File: src/rtl/pgr_pkg.sv
package pgr_pkg;
  localparam int WORD_W = 44;
  localparam int UBR_W  = 15;
  localparam int MBR_W  = 13;
  localparam int ACB_W  = 18;
  localparam int LIMF_W = 3;
  localparam int ACBF_W = 5;
  // lsb index of each field; word bit k (0 = msb) sits at index WORD_W-1-k
  localparam int LIMF_LSB = WORD_W - 1 - 6;
  localparam int UBR_LSB  = WORD_W - 1 - 21;
  localparam int ACBF_LSB = WORD_W - 1 - 26;
  localparam int MBR_LSB  = WORD_W - 1 - 43;
  localparam logic [ACB_W-1:0] ACB_ORIGIN = 18'o775000;

  typedef enum logic [1:0] {PH_IDLE, PH_MON, PH_USR, PH_IDN} phase_e;

  typedef enum logic [2:0] {
    OP_SWITCH  = 3'd0,
    OP_DROPMON = 3'd1,
    OP_BADIO   = 3'd2,
    OP_DROPUSR = 3'd3,
    OP_IDENT_A = 3'd4,
    OP_IDENT_B = 3'd5,
    OP_FLOOR64 = 3'd6,
    OP_FLOOR0  = 3'd7
  } op_e;
endpackage

File: src/rtl/pgr_base_unpack.sv
module pgr_base_unpack
  import pgr_pkg::*;
#(
  parameter int PAGE_W = 9
) (
  input  logic [WORD_W-1:0]  word,
  output logic [PAGE_W:0]    lim,
  output logic [UBR_W-1:0]   ubr_f,
  output logic [MBR_W-1:0]   mbr_f,
  output logic [ACB_W-1:0]   acb_f
);
  localparam int LIM_W = PAGE_W + 1;

  logic [LIMF_W-1:0] code;
  logic [ACBF_W-1:0] acf;
  logic [3:0]        steps;

  always_comb begin
    code  = word[LIMF_LSB +: LIMF_W];
    acf   = word[ACBF_LSB +: ACBF_W];
    ubr_f = word[UBR_LSB +: UBR_W];
    mbr_f = word[MBR_LSB +: MBR_W];
    steps = {1'b0, ~code} + 4'd1;
    if (code == '0) lim = LIM_W'(1) << PAGE_W;
    else            lim = LIM_W'(steps) << 5;
    acb_f = ACB_ORIGIN + (ACB_W'(acf) << 4);
  end
endmodule

File: src/rtl/pgr_seq.sv
module pgr_seq
  import pgr_pkg::*;
#(
  parameter int PAGE_W  = 9,
  parameter int ENTRY_W = 18
) (
  input  logic               clk,
  input  logic               rst_n,
  input  logic               go_mon,
  input  logic               go_usr,
  input  logic               go_idn,
  input  logic [PAGE_W-1:0]  mon_lo,
  input  logic [PAGE_W:0]    usr_cnt,
  output logic               busy,
  output logic               fin,
  output logic [PAGE_W:0]    wr_addr,
  output logic [ENTRY_W-1:0] wr_data
);
  localparam int ADDR_W = PAGE_W + 1;
  localparam logic [ENTRY_W-1:0] NOACC = {3'b111, {(ENTRY_W-3){1'b0}}};

  phase_e              ph_q, ph_d;
  logic [ADDR_W-1:0]   ptr_q, ptr_d, last_q, last_d;
  logic                chain_q, chain_d;
  logic [PAGE_W-1:0]   ulast_q, ulast_d;
  logic [PAGE_W-1:0]   usr_top;
  logic                usr_ok, at_end, more;

  assign usr_ok  = (usr_cnt != '0);
  assign usr_top = PAGE_W'(usr_cnt - 1'b1);
  assign at_end  = (ptr_q == last_q);
  assign more    = (ph_q == PH_MON) && chain_q;

  always_comb begin
    ph_d    = ph_q;
    ptr_d   = ptr_q;
    last_d  = last_q;
    chain_d = chain_q;
    ulast_d = ulast_q;
    if (ph_q == PH_IDLE) begin
      if (go_mon) begin
        ph_d    = PH_MON;
        ptr_d   = {1'b0, mon_lo};
        last_d  = {1'b0, {PAGE_W{1'b1}}};
        chain_d = go_usr && usr_ok;
        ulast_d = usr_top;
      end else if (go_usr && usr_ok) begin
        ph_d   = PH_USR;
        ptr_d  = {1'b1, {PAGE_W{1'b0}}};
        last_d = {1'b1, usr_top};
      end else if (go_idn) begin
        ph_d   = PH_IDN;
        ptr_d  = '0;
        last_d = '1;
      end
    end else if (at_end) begin
      chain_d = 1'b0;
      if (more) begin
        ph_d   = PH_USR;
        ptr_d  = {1'b1, {PAGE_W{1'b0}}};
        last_d = {1'b1, ulast_q};
      end else begin
        ph_d = PH_IDLE;
      end
    end else begin
      ptr_d = ptr_q + 1'b1;
    end
  end

  always_ff @(posedge clk or negedge rst_n) begin
    if (!rst_n) begin
      ph_q    <= PH_IDLE;
      ptr_q   <= '0;
      last_q  <= '0;
      chain_q <= 1'b0;
      ulast_q <= '0;
    end else begin
      ph_q    <= ph_d;
      ptr_q   <= ptr_d;
      last_q  <= last_d;
      chain_q <= chain_d;
      ulast_q <= ulast_d;
    end
  end

  assign busy    = (ph_q != PH_IDLE);
  assign fin     = busy && at_end && !more;
  assign wr_addr = ptr_q;
  assign wr_data = (ph_q == PH_IDN)
                 ? {{(ENTRY_W-PAGE_W){1'b0}}, ptr_q[PAGE_W-1:0]}
                 : NOACC;
endmodule

File: src/rtl/pgr_ctl.sv
module pgr_ctl
  import pgr_pkg::*;
#(
  parameter int PAGE_W   = 9,
  parameter int ENTRY_W  = 18,
  parameter int FLOOR_HI = 64
) (
  input  logic               clk,
  input  logic               rst_n,
  input  logic               cmd_valid,
  input  logic [2:0]         cmd_code,
  input  logic [WORD_W-1:0]  cmd_word,
  output logic               busy,
  output logic               trap_illio,
  output logic               map_we,
  output logic [PAGE_W:0]    map_addr,
  output logic [ENTRY_W-1:0] map_wdata,
  output logic [PAGE_W-1:0]  plo,
  output logic [PAGE_W:0]    alr,
  output logic [UBR_W-1:0]   ubr,
  output logic [MBR_W-1:0]   mbr,
  output logic [ACB_W-1:0]   acbase
);
  localparam int LIM_W = PAGE_W + 1;
  localparam logic [LIM_W-1:0] LIM_FULL = LIM_W'(1) << PAGE_W;

  logic              accept, fin, seq_busy;
  logic              go_mon, go_usr, go_idn;
  logic [PAGE_W-1:0] mon_lo;

  logic [PAGE_W-1:0] plo_q, plo_d;
  logic [LIM_W-1:0]  alr_q, alr_d;
  logic [UBR_W-1:0]  ubr_q, ubr_d;
  logic [MBR_W-1:0]  mbr_q, mbr_d;
  logic [ACB_W-1:0]  acb_q, acb_d;
  logic              trap_q, trap_d, reload_q, reload_d, reg_en;

  logic [LIM_W-1:0]  n_lim, p_lim, p_lim_d;
  logic [UBR_W-1:0]  n_ubr, p_ubr, p_ubr_d;
  logic [MBR_W-1:0]  n_mbr, p_mbr, p_mbr_d;
  logic [ACB_W-1:0]  n_acb, p_acb, p_acb_d;

  pgr_base_unpack #(.PAGE_W(PAGE_W)) u_unpack (
    .word(cmd_word), .lim(n_lim), .ubr_f(n_ubr), .mbr_f(n_mbr), .acb_f(n_acb)
  );

  pgr_seq #(.PAGE_W(PAGE_W), .ENTRY_W(ENTRY_W)) u_seq (
    .clk(clk), .rst_n(rst_n),
    .go_mon(go_mon), .go_usr(go_usr), .go_idn(go_idn),
    .mon_lo(mon_lo), .usr_cnt(alr_q),
    .busy(seq_busy), .fin(fin),
    .wr_addr(map_addr), .wr_data(map_wdata)
  );

  assign accept = cmd_valid && !seq_busy;
  assign reg_en = accept || fin;

  always_comb begin
    go_mon   = 1'b0;
    go_usr   = 1'b0;
    go_idn   = 1'b0;
    mon_lo   = plo_q;
    trap_d   = 1'b0;
    plo_d    = plo_q;
    alr_d    = alr_q;
    ubr_d    = ubr_q;
    mbr_d    = mbr_q;
    acb_d    = acb_q;
    reload_d = reload_q;
    p_lim_d  = p_lim;
    p_ubr_d  = p_ubr;
    p_mbr_d  = p_mbr;
    p_acb_d  = p_acb;
    if (fin && reload_q) begin
      alr_d    = p_lim;
      ubr_d    = p_ubr;
      mbr_d    = p_mbr;
      acb_d    = p_acb;
      reload_d = 1'b0;
    end
    if (accept) begin
      unique case (op_e'(cmd_code))
        OP_SWITCH: begin
          go_mon   = 1'b1;
          go_usr   = 1'b1;
          reload_d = 1'b1;
          p_lim_d  = n_lim;
          p_ubr_d  = n_ubr;
          p_mbr_d  = n_mbr;
          p_acb_d  = n_acb;
        end
        OP_DROPMON: go_mon = 1'b1;
        OP_BADIO:   trap_d = 1'b1;
        OP_DROPUSR: go_usr = 1'b1;
        OP_IDENT_A, OP_IDENT_B: begin
          go_idn = 1'b1;
          plo_d  = '0;
          alr_d  = LIM_FULL;
        end
        OP_FLOOR64: begin
          go_mon = 1'b1;
          mon_lo = PAGE_W'(FLOOR_HI);
          plo_d  = PAGE_W'(FLOOR_HI);
        end
        OP_FLOOR0: begin
          go_mon = 1'b1;
          mon_lo = '0;
          plo_d  = '0;
        end
        default: ;
      endcase
    end
  end

  always_ff @(posedge clk or negedge rst_n) begin
    if (!rst_n) begin
      trap_q   <= 1'b0;
      plo_q    <= '0;
      alr_q    <= LIM_FULL;
      ubr_q    <= '0;
      mbr_q    <= '0;
      acb_q    <= ACB_ORIGIN;
      reload_q <= 1'b0;
      p_lim    <= '0;
      p_ubr    <= '0;
      p_mbr    <= '0;
      p_acb    <= '0;
    end else begin
      trap_q <= trap_d;
      if (reg_en) begin
        plo_q    <= plo_d;
        alr_q    <= alr_d;
        ubr_q    <= ubr_d;
        mbr_q    <= mbr_d;
        acb_q    <= acb_d;
        reload_q <= reload_d;
        p_lim    <= p_lim_d;
        p_ubr    <= p_ubr_d;
        p_mbr    <= p_mbr_d;
        p_acb    <= p_acb_d;
      end
    end
  end

  assign busy       = seq_busy;
  assign map_we     = seq_busy;
  assign trap_illio = trap_q;
  assign plo        = plo_q;
  assign alr        = alr_q;
  assign ubr        = ubr_q;
  assign mbr        = mbr_q;
  assign acbase     = acb_q;
endmodule

File: config.mk
export PLATFORM = sky130hd
export DESIGN_NAME = pgr_ctl
export DESIGN_NICKNAME = d
export VERILOG_FILES = /design/src/rtl/pgr_pkg.sv /design/src/rtl/pgr_base_unpack.sv /design/src/rtl/pgr_seq.sv /design/src/rtl/pgr_ctl.sv
export SDC_FILE = /design/constraint.sdc
export NUM_CORES = 1
export LEC_CHECK = 0
export BUFFER_PORTS_ARGS = -buffer_cell sky130_fd_sc_hd__buf_2
export CORE_ASPECT_RATIO = 0.7
export CORE_UTILIZATION = 30
export CTS_CLUSTER_DIAMETER = 80
export DETAILED_ROUTE_END_ITERATION = 12
export PLACE_DENSITY = 0.56
export SYNTH_ARGS = -nofsm -noshare
export SYNTH_HDL_FRONTEND = slang
export SYNTH_SLANG_ARGS = --single-unit
File: constraint.sdc
create_clock -name clk -period 2.3 [get_ports clk]
set_input_delay 0 -clock clk [delete_from_list [all_inputs] [get_ports clk]]
set_output_delay 0 -clock clk [all_outputs]
set_load 0.005 [all_outputs]
==> out/qor.csv, run 1 <==
stage;metric;value;unit
cells_and_area;fillcell total;1664;
critical_path;crit-path max FO;9;
cells_and_area;Final Non-Filler Cells;858;
critical_path;crit start category;register;
place;placed cells;786;
synth;share of flip-flops with an asynchronous set or reset;100;%
place;Port-buffer cells;118;
routing;via count;3913;
synth;Mapped Cells;442;
synth;Post-Synth XOR/XNOR Area;2.78;%
cells_and_area;Final nets;668;
critical_path;Critical Path RT;2590;ps
synth;compound-cell area share of the yosys netlist;6.07;%
floorplanning;I/O Pins;146;
power_and_ir_drop;Pleak;3.79;nW
floorplanning;die height;114;um
cells_and_area;# diodes;0;
power_and_ir_drop;pwr dens;688;nW/um^2
cts;CTS tree;yes;
floorplanning;core box area;17300;um^2
sta;minimum clock period;2240;ps
cts;Post-CTS Setup Repair Bufs;0;
routing;DR pass1 iterations;4;
place;dpl hpwl;8610;um
global_routing;vias in the first global route;3985;
synth;Yosys cell types;47;
floorplanning;Die Span X;162;um
synth;synth warn;0;
place;Routability Congestion;0.809;
sta;fmax;446;MHz
floorplanning;Total Die Area;18400;um^2
sta;final hold vios;0;
cells_and_area;Area growth, synth to finish;35.6;%
status;status;finished, final reports clean;
synth;Netlist Area Pre-Place;5360;um^2
cells_and_area;Storage cell area;2960;um^2
cells_and_area;Finished Core Util;42.0;%
place;DP Area;6220;um^2
floorplanning;Row Count;40;
global_routing;initial antenna violation count;0;
power_and_ir_drop;VDD IR max;0.000487;V
cts;H-Tree Depth;4;
synth;post-synthesis mux area share;18.6;%
sta;total negative slack;0;ps
routing;routed length per instance;14.5;um
sta;Final Setup Violations;0;
synth;adder-cell share of the synthesized area;0.934;%
synth;register bit total from synthesis;118;
synth;sequential fraction of the synthesis area;55.2;%
cts;CTS clk-pin slew, worst paths;50;ps
cts;Root Buffer;clkbuf_16;
routing;final WL;12500;um
critical_path;WS Path Type;register to register;
critical_path;Arr. time, crit path;2530;ps
cts;Max Root-Sink Buffers;2;
sta;hold_ws;23.1;ps
cts;insertion delay to the later sink of the worst-skew pair;410;ps
sta;Final period util;97.6;%
cells_and_area;area of the multi-input gates;2130;um^2
cells_and_area;most frequent cells in the layout;buf_2, dfrtp_1, mux2_2;
cells_and_area;share of layout cells above drive strength 1;42.9;%
synth;number of synthesized flops with an enable pin;0;
cells_and_area;commonest non-fill, non-tap cell in the layout;buf_2;
flow_run;max-cap viol count;0;
floorplanning;Initial Utilization;30.9;%
sta;clock skew;6.01;ps
cells_and_area;fin area;7260;um^2
global_routing;first-pass GRT wire length;20700;um
global_routing;gr ovfl total;0;
sta;Worst-Margin Slew;597;ps
synth;main combinational cell family by area after synthesis;multiplexers;
global_routing;gr usage total;14.6;%
synth;Main synth FF type;dfrtp_1;
cts;clk sinks;118;
routing;drt via density;4.56;
routing;Routed Antenna Nets;0;
global_routing;largest net degree at the start of global routing;76;
hold_path;Hold Path Class;primary input to register;
sta;unrepaired setup endpoints after global routing;no;
cts;Inserted Clock Buffers;17;
sta;final max-slew violation count;0;
synth;simple logic cell fraction of the synthesized area;9.51;%
routing;iteration-0 DRC count of the detailed router;185;
synth;Syn Area/Cell;12.1;um^2
sta;Rel. slew slack;60.2;%
routing;DRC;0;
critical_path;Setup crit end kind;register;
[final cells by class]
class,count,share of cell area [%]
Sequential cell,118,40.7
Timing Repair Buffer,183,16.8
Tap cell,231,3.98
Clock buffer,21,6.48
Inverter,14,0.723
Multi-Input combinational cell,280,29.3
Clock inverter,11,2.05
[repair_timing]
| action | in CTS | in global routing |
|---|---|---|
| endpoints found under the setup margin | 3 | 14 |
| resized for setup | 1 | 6 |
| hold endpoints to repair | 81 | 0 |
| hold buffers | 40 | 0 |
| pin swaps | 0 | 1 |
[cell usage after synthesis (4+ instances only)]
library cell  count  area share (%)
o21ai_0          13             1.2
buf_4            29             4.1
a31oi_1           6            0.70
clkbuf_1         13            0.91
nand2_1          32             2.2
nor2_1           24             1.7
mux2i_1           4            0.75
nand2b_1          6            0.70
nand3_1           4            0.37
dfrtp_1         116              54
a21oi_1          16             1.5
mux2_2           77              16
xnor2_1          15             2.5
ha_1              4            0.93
inv_1            14            0.98
mux2_4            6             1.7
and3_1           13             1.5
nand4_1           5            0.58
[cells by family (layout without fill, tap and decap cells)]
logic type,count (synthesis),after routing
buffers and inverters,62,229
muxes,87,87
xor gates and xnor gates,17,17
other,1,19
adders and majority gates,4,4
DFF,118,118
AOI/OAI and AO/OA,51,51
and+or+nand+nor,102,102
[final timing paths]
path / startpoint / to / slack (ps) / depth (start not counted)
worst max register to register: u_seq.ph_q[0] / u_seq.last_q[7] / 60 / 6
worst min register to register: p_acb[16] / p_acb[16] / 470 / 1
max in group asynchronous: rst_n / alr[9] / 1330 / 3
min in group asynchronous: rst_n / u_seq.wr_addr[5] / 140 / 2
worst max-delay path: u_seq.ph_q[0] / u_seq.last_q[7] / 60 / 6
worst min-delay path: cmd_word[39] / p_lim[7] / 20 / 4
[critical path, cell delays in order, from the launching register on]
cell and delay [ps]:
dfrtp_1 370, or3b_4 400, or4_4 530, o21ai_4 140, and3b_2 240, buf_12 150, mux2_4 300
[state kept, by name, indices dropped and copies added, names as in the netlist, 5 cells and up]
signal	count
acbase	6
alr	10
mbr	13
p_acb	6
p_lim	5
p_mbr	13
p_ubr	15
u_seq.last_q	10
u_seq.ulast_q	9
u_seq.wr_addr	10
ubr	15
[through the flow]
step | total power [mW] | setup slack, ps
floorplan | 2.18 | -40.1
global placement | 2.24 | 29.0
detailed placement | 2.25 | -6.81
CTS | 5.07 | 1.53
global route | 5.19 | 4.53
finish | 5.00 | 55.4
[layer usage]
layer	routed length, um	part of all wire [%]	vias to the layer above	GRT usage (%)
met5	0	0	-	0
met4	152	1.2	0	5.16
met3	1050	8.4	11	5.82
met2	5640	45	130	22.4
met1	5640	45	1941	18.6
li1	-	-	1831	-
[where the power goes]
| group | internal (mW) | switching (mW) | leakage [nW] | total [mW] |
|---|---|---|---|---|
| clock | 1.79 | 0.946 | 0.295 | 2.74 |
| combinational | 0.0854 | 0.0807 | 1.91 | 0.166 |
| sequential | 2.09 | 0.00540 | 1.58 | 2.09 |
Note: power is estimated with default switching activity, not from simulation.
==> run 2, diff against run 1 <==
--- a/config.mk
+++ b/config.mk
@@ -10,7 +10,8 @@
 export CORE_UTILIZATION = 30
 export CTS_CLUSTER_DIAMETER = 80
 export DETAILED_ROUTE_END_ITERATION = 12
-export PLACE_DENSITY = 0.56
+export PLACE_DENSITY = 0.55
+export SKIP_CTS_REPAIR_TIMING = 1
 export SYNTH_ARGS = -nofsm -noshare
 export SYNTH_HDL_FRONTEND = slang
 export SYNTH_SLANG_ARGS = --single-unit
==> constraint.sdc (replaced) <==
create_clock -name clk -period 2.45 [get_ports clk]
set_input_delay 0 -clock clk [delete_from_list [all_inputs] [get_ports clk]]
set_output_delay 0 -clock clk [all_outputs]
set_load 0.005 [all_outputs]
==> out/qor.csv, run 2 (synthesis gave the netlist of run 1 again) <==
stage;metric;value;unit;change
sta;fmax;422;MHz;-5.4%
place;Routability Congestion;0.832;;+2.9%
hold_path;hold wc startpoint;cmd_code[2];;
sta;Worst-Margin Slew;684;ps;+86.7 ps
cts;insertion delay to the later sink of the worst-skew pair;420;ps;about the same
power_and_ir_drop;sequential share of power;42.5;%;+0.6 points
cells_and_area;Final nets;661;;-1.0%
power_and_ir_drop;sw frac;22.2;%;+1.5 points
cells_and_area;fin area;7170;um^2;-1.3%
routing;via count;3857;;-1.4%
place;Port-buffer cells;118;;unchanged
routing;final WL;12300;um;-1.4%
routing;DR pass1 iterations;4;;unchanged
power_and_ir_drop;Int Pwr;3.60;mW;-9.1%
cells_and_area;fillcell total;1681;;+1.0%
power_and_ir_drop;Pleak;3.72;nW;-1.7%
cts;Max Root-Sink Buffers;2;;unchanged
routing;iteration-0 DRC count of the detailed router;149;;-19%
critical_path;crit start category;register;;
place;DP Area;6140;um^2;-1.3%
sta;Final period util;96.8;%;-0.80 points
sta;final max-slew violation count;0;;unchanged
critical_path;Arr. time, crit path;2670;ps;+140 ps
cells_and_area;most frequent cells in the layout;buf_2, dfrtp_1, mux2_2;;
global_routing;vias in the first global route;3741;;-6.1%
routing;drt via density;4.53;;-0.62%
power_and_ir_drop;VDD IR max;0.000434;V;-11%
global_routing;gr usage total;14.0;%;-0.59 points
cts;clk sinks;118;;unchanged
cts;Root Buffer;clkbuf_16;;
critical_path;Setup crit end kind;register;;
sta;worst setup margin;78.5;ps;+23.1 ps
floorplanning;Initial Utilization;30.9;%;unchanged
sta;minimum clock period;2370;ps;+127 ps
flow_run;max-cap viol count;0;;unchanged
cts;CTS tree;yes;;
critical_path;CP Launch Point;u_seq.ph_q[0];;
critical_path;Reg-to-Reg Start;u_seq.ph_q[0];;
critical_path;crit-path max FO;10;;+1
cells_and_area;commonest non-fill, non-tap cell in the layout;buf_2;;
power_and_ir_drop;Comb power frac;3.4;%;about the same
status;status;complete, but fails checks;;
floorplanning;Die Span X;162;um;unchanged
sta;final hold vios;1;;+1
floorplanning;Row Count;40;;unchanged
floorplanning;die height;114;um;unchanged
critical_path;Critical Path RT;2740;ps;+150 ps
place;dpl hpwl;8450;um;-1.9%
routing;DRC;0;;unchanged
sta;hold_ws;-4.03;ps;-27.1 ps
power_and_ir_drop;NetSw;1.03;mW;-0.46%
cells_and_area;Area growth, synth to finish;33.9;%;
floorplanning;core box area;17300;um^2;unchanged
sta;clock skew;12.6;ps;+6.58 ps
routing;routed length per instance;14.5;um;-0.56%
critical_path;WS Path Type;register to register;;
floorplanning;Total Die Area;18400;um^2;unchanged
sta;total negative slack;0;ps;unchanged
hold_path;Hold Path Class;primary input to register;;
sta;Final Setup Violations;0;;unchanged
cts;H-Tree Depth;4;;unchanged
global_routing;initial antenna violation count;0;;unchanged
cts;CTS clk-pin slew, worst paths;60;ps;about the same
power_and_ir_drop;pwr dens;645;nW/um^2;-6.2%
sta;Rel. slew slack;54.4;%;-5.8 points
global_routing;first-pass GRT wire length;19700;um;-4.9%
status;failing checks;hold timing;;
power_and_ir_drop;clock share of power;54.1;%;-0.7 points
cts;Inserted Clock Buffers;17;;unchanged
cells_and_area;# diodes;0;;unchanged
routing;Routed Antenna Nets;0;;unchanged
critical_path;Reg2Reg Setup Slack;80;ps;+20 ps
global_routing;largest net degree at the start of global routing;51;;-33%
place;Place WS;89.3;ps;+96.1 ps
global_routing;gr ovfl total;0;;unchanged
sta;unrepaired setup endpoints after global routing;no;;
floorplanning;I/O Pins;146;;unchanged
cells_and_area;share of layout cells above drive strength 1;41.9;%;-0.97 points
==> run 2: cell count changes in the layout (fill, tap and decap cells not counted), sizes merged <==
cell | previous run | this run
inv | 14 | 15
clkbuf | 21 | 19
bufinv | 3 | 2
clkdlybuf4s15 | 0 | 1
dlygate4sd3 | 40 | 41
clkinvlp | 3 | 5
buf | 143 | 134
==> run 2: area by class of cell <==
cell class	instances	area, um^2	area share (%)
repair buffers	176	1160	16.2
multi-input cells	280	2110	29.5
well taps	231	289	4.03
flip-flops and latches	118	2960	41.2
clock inverters	13	150	2.09
clock buffers	19	453	6.31
inverters	14	52.6	0.733
==> run 2: power by group through the flow <==
stage               combinational [mW]  clock [mW]  sequential, mW
floorplan                       0.0481           0            2.00
global placement                 0.107           0            2.00
finish                           0.159        2.50            1.97
detailed placement               0.112           0            2.00
CTS                              0.113        2.56            1.97
global route                     0.181        2.66            1.97
==> run 2: worst max-delay path: stages (launching register included) <==
cell	delay, ps
dfrtp_1	370
or3b_1	420
or4_4	570
o21ai_4	160
and3b_2	230
buf_12	140
mux2_2	340
==> run 2: per-stage QoR <==
step	power, mW	cells	util, %
global placement	2.11	777	35.5
global route	4.80	851	41.4
detailed placement	2.11	777	35.5
finish	4.63	851	41.4
floorplan	2.05	460	-
CTS	4.64	809	39.0
==> run 2: worst paths after layout <==
check,end,depth (start not counted)
hold / removal,plo[6],3
min in group asynchronous,u_seq.wr_addr[3],2
max in group asynchronous,ubr[7],3
hold reg to reg,p_acb[16],1
setup / recovery,u_seq.last_q[0],6
setup reg to reg,u_seq.last_q[0],6
==> run 2: layer usage <==
layer	vias up	global-route usage (%)	share of wire, %
met4	0	5.72	1.5
met1	1869	18.1	47
li1	1836	-	-
met5	-	0	0
met2	136	20.9	43
met3	16	5.38	8.4
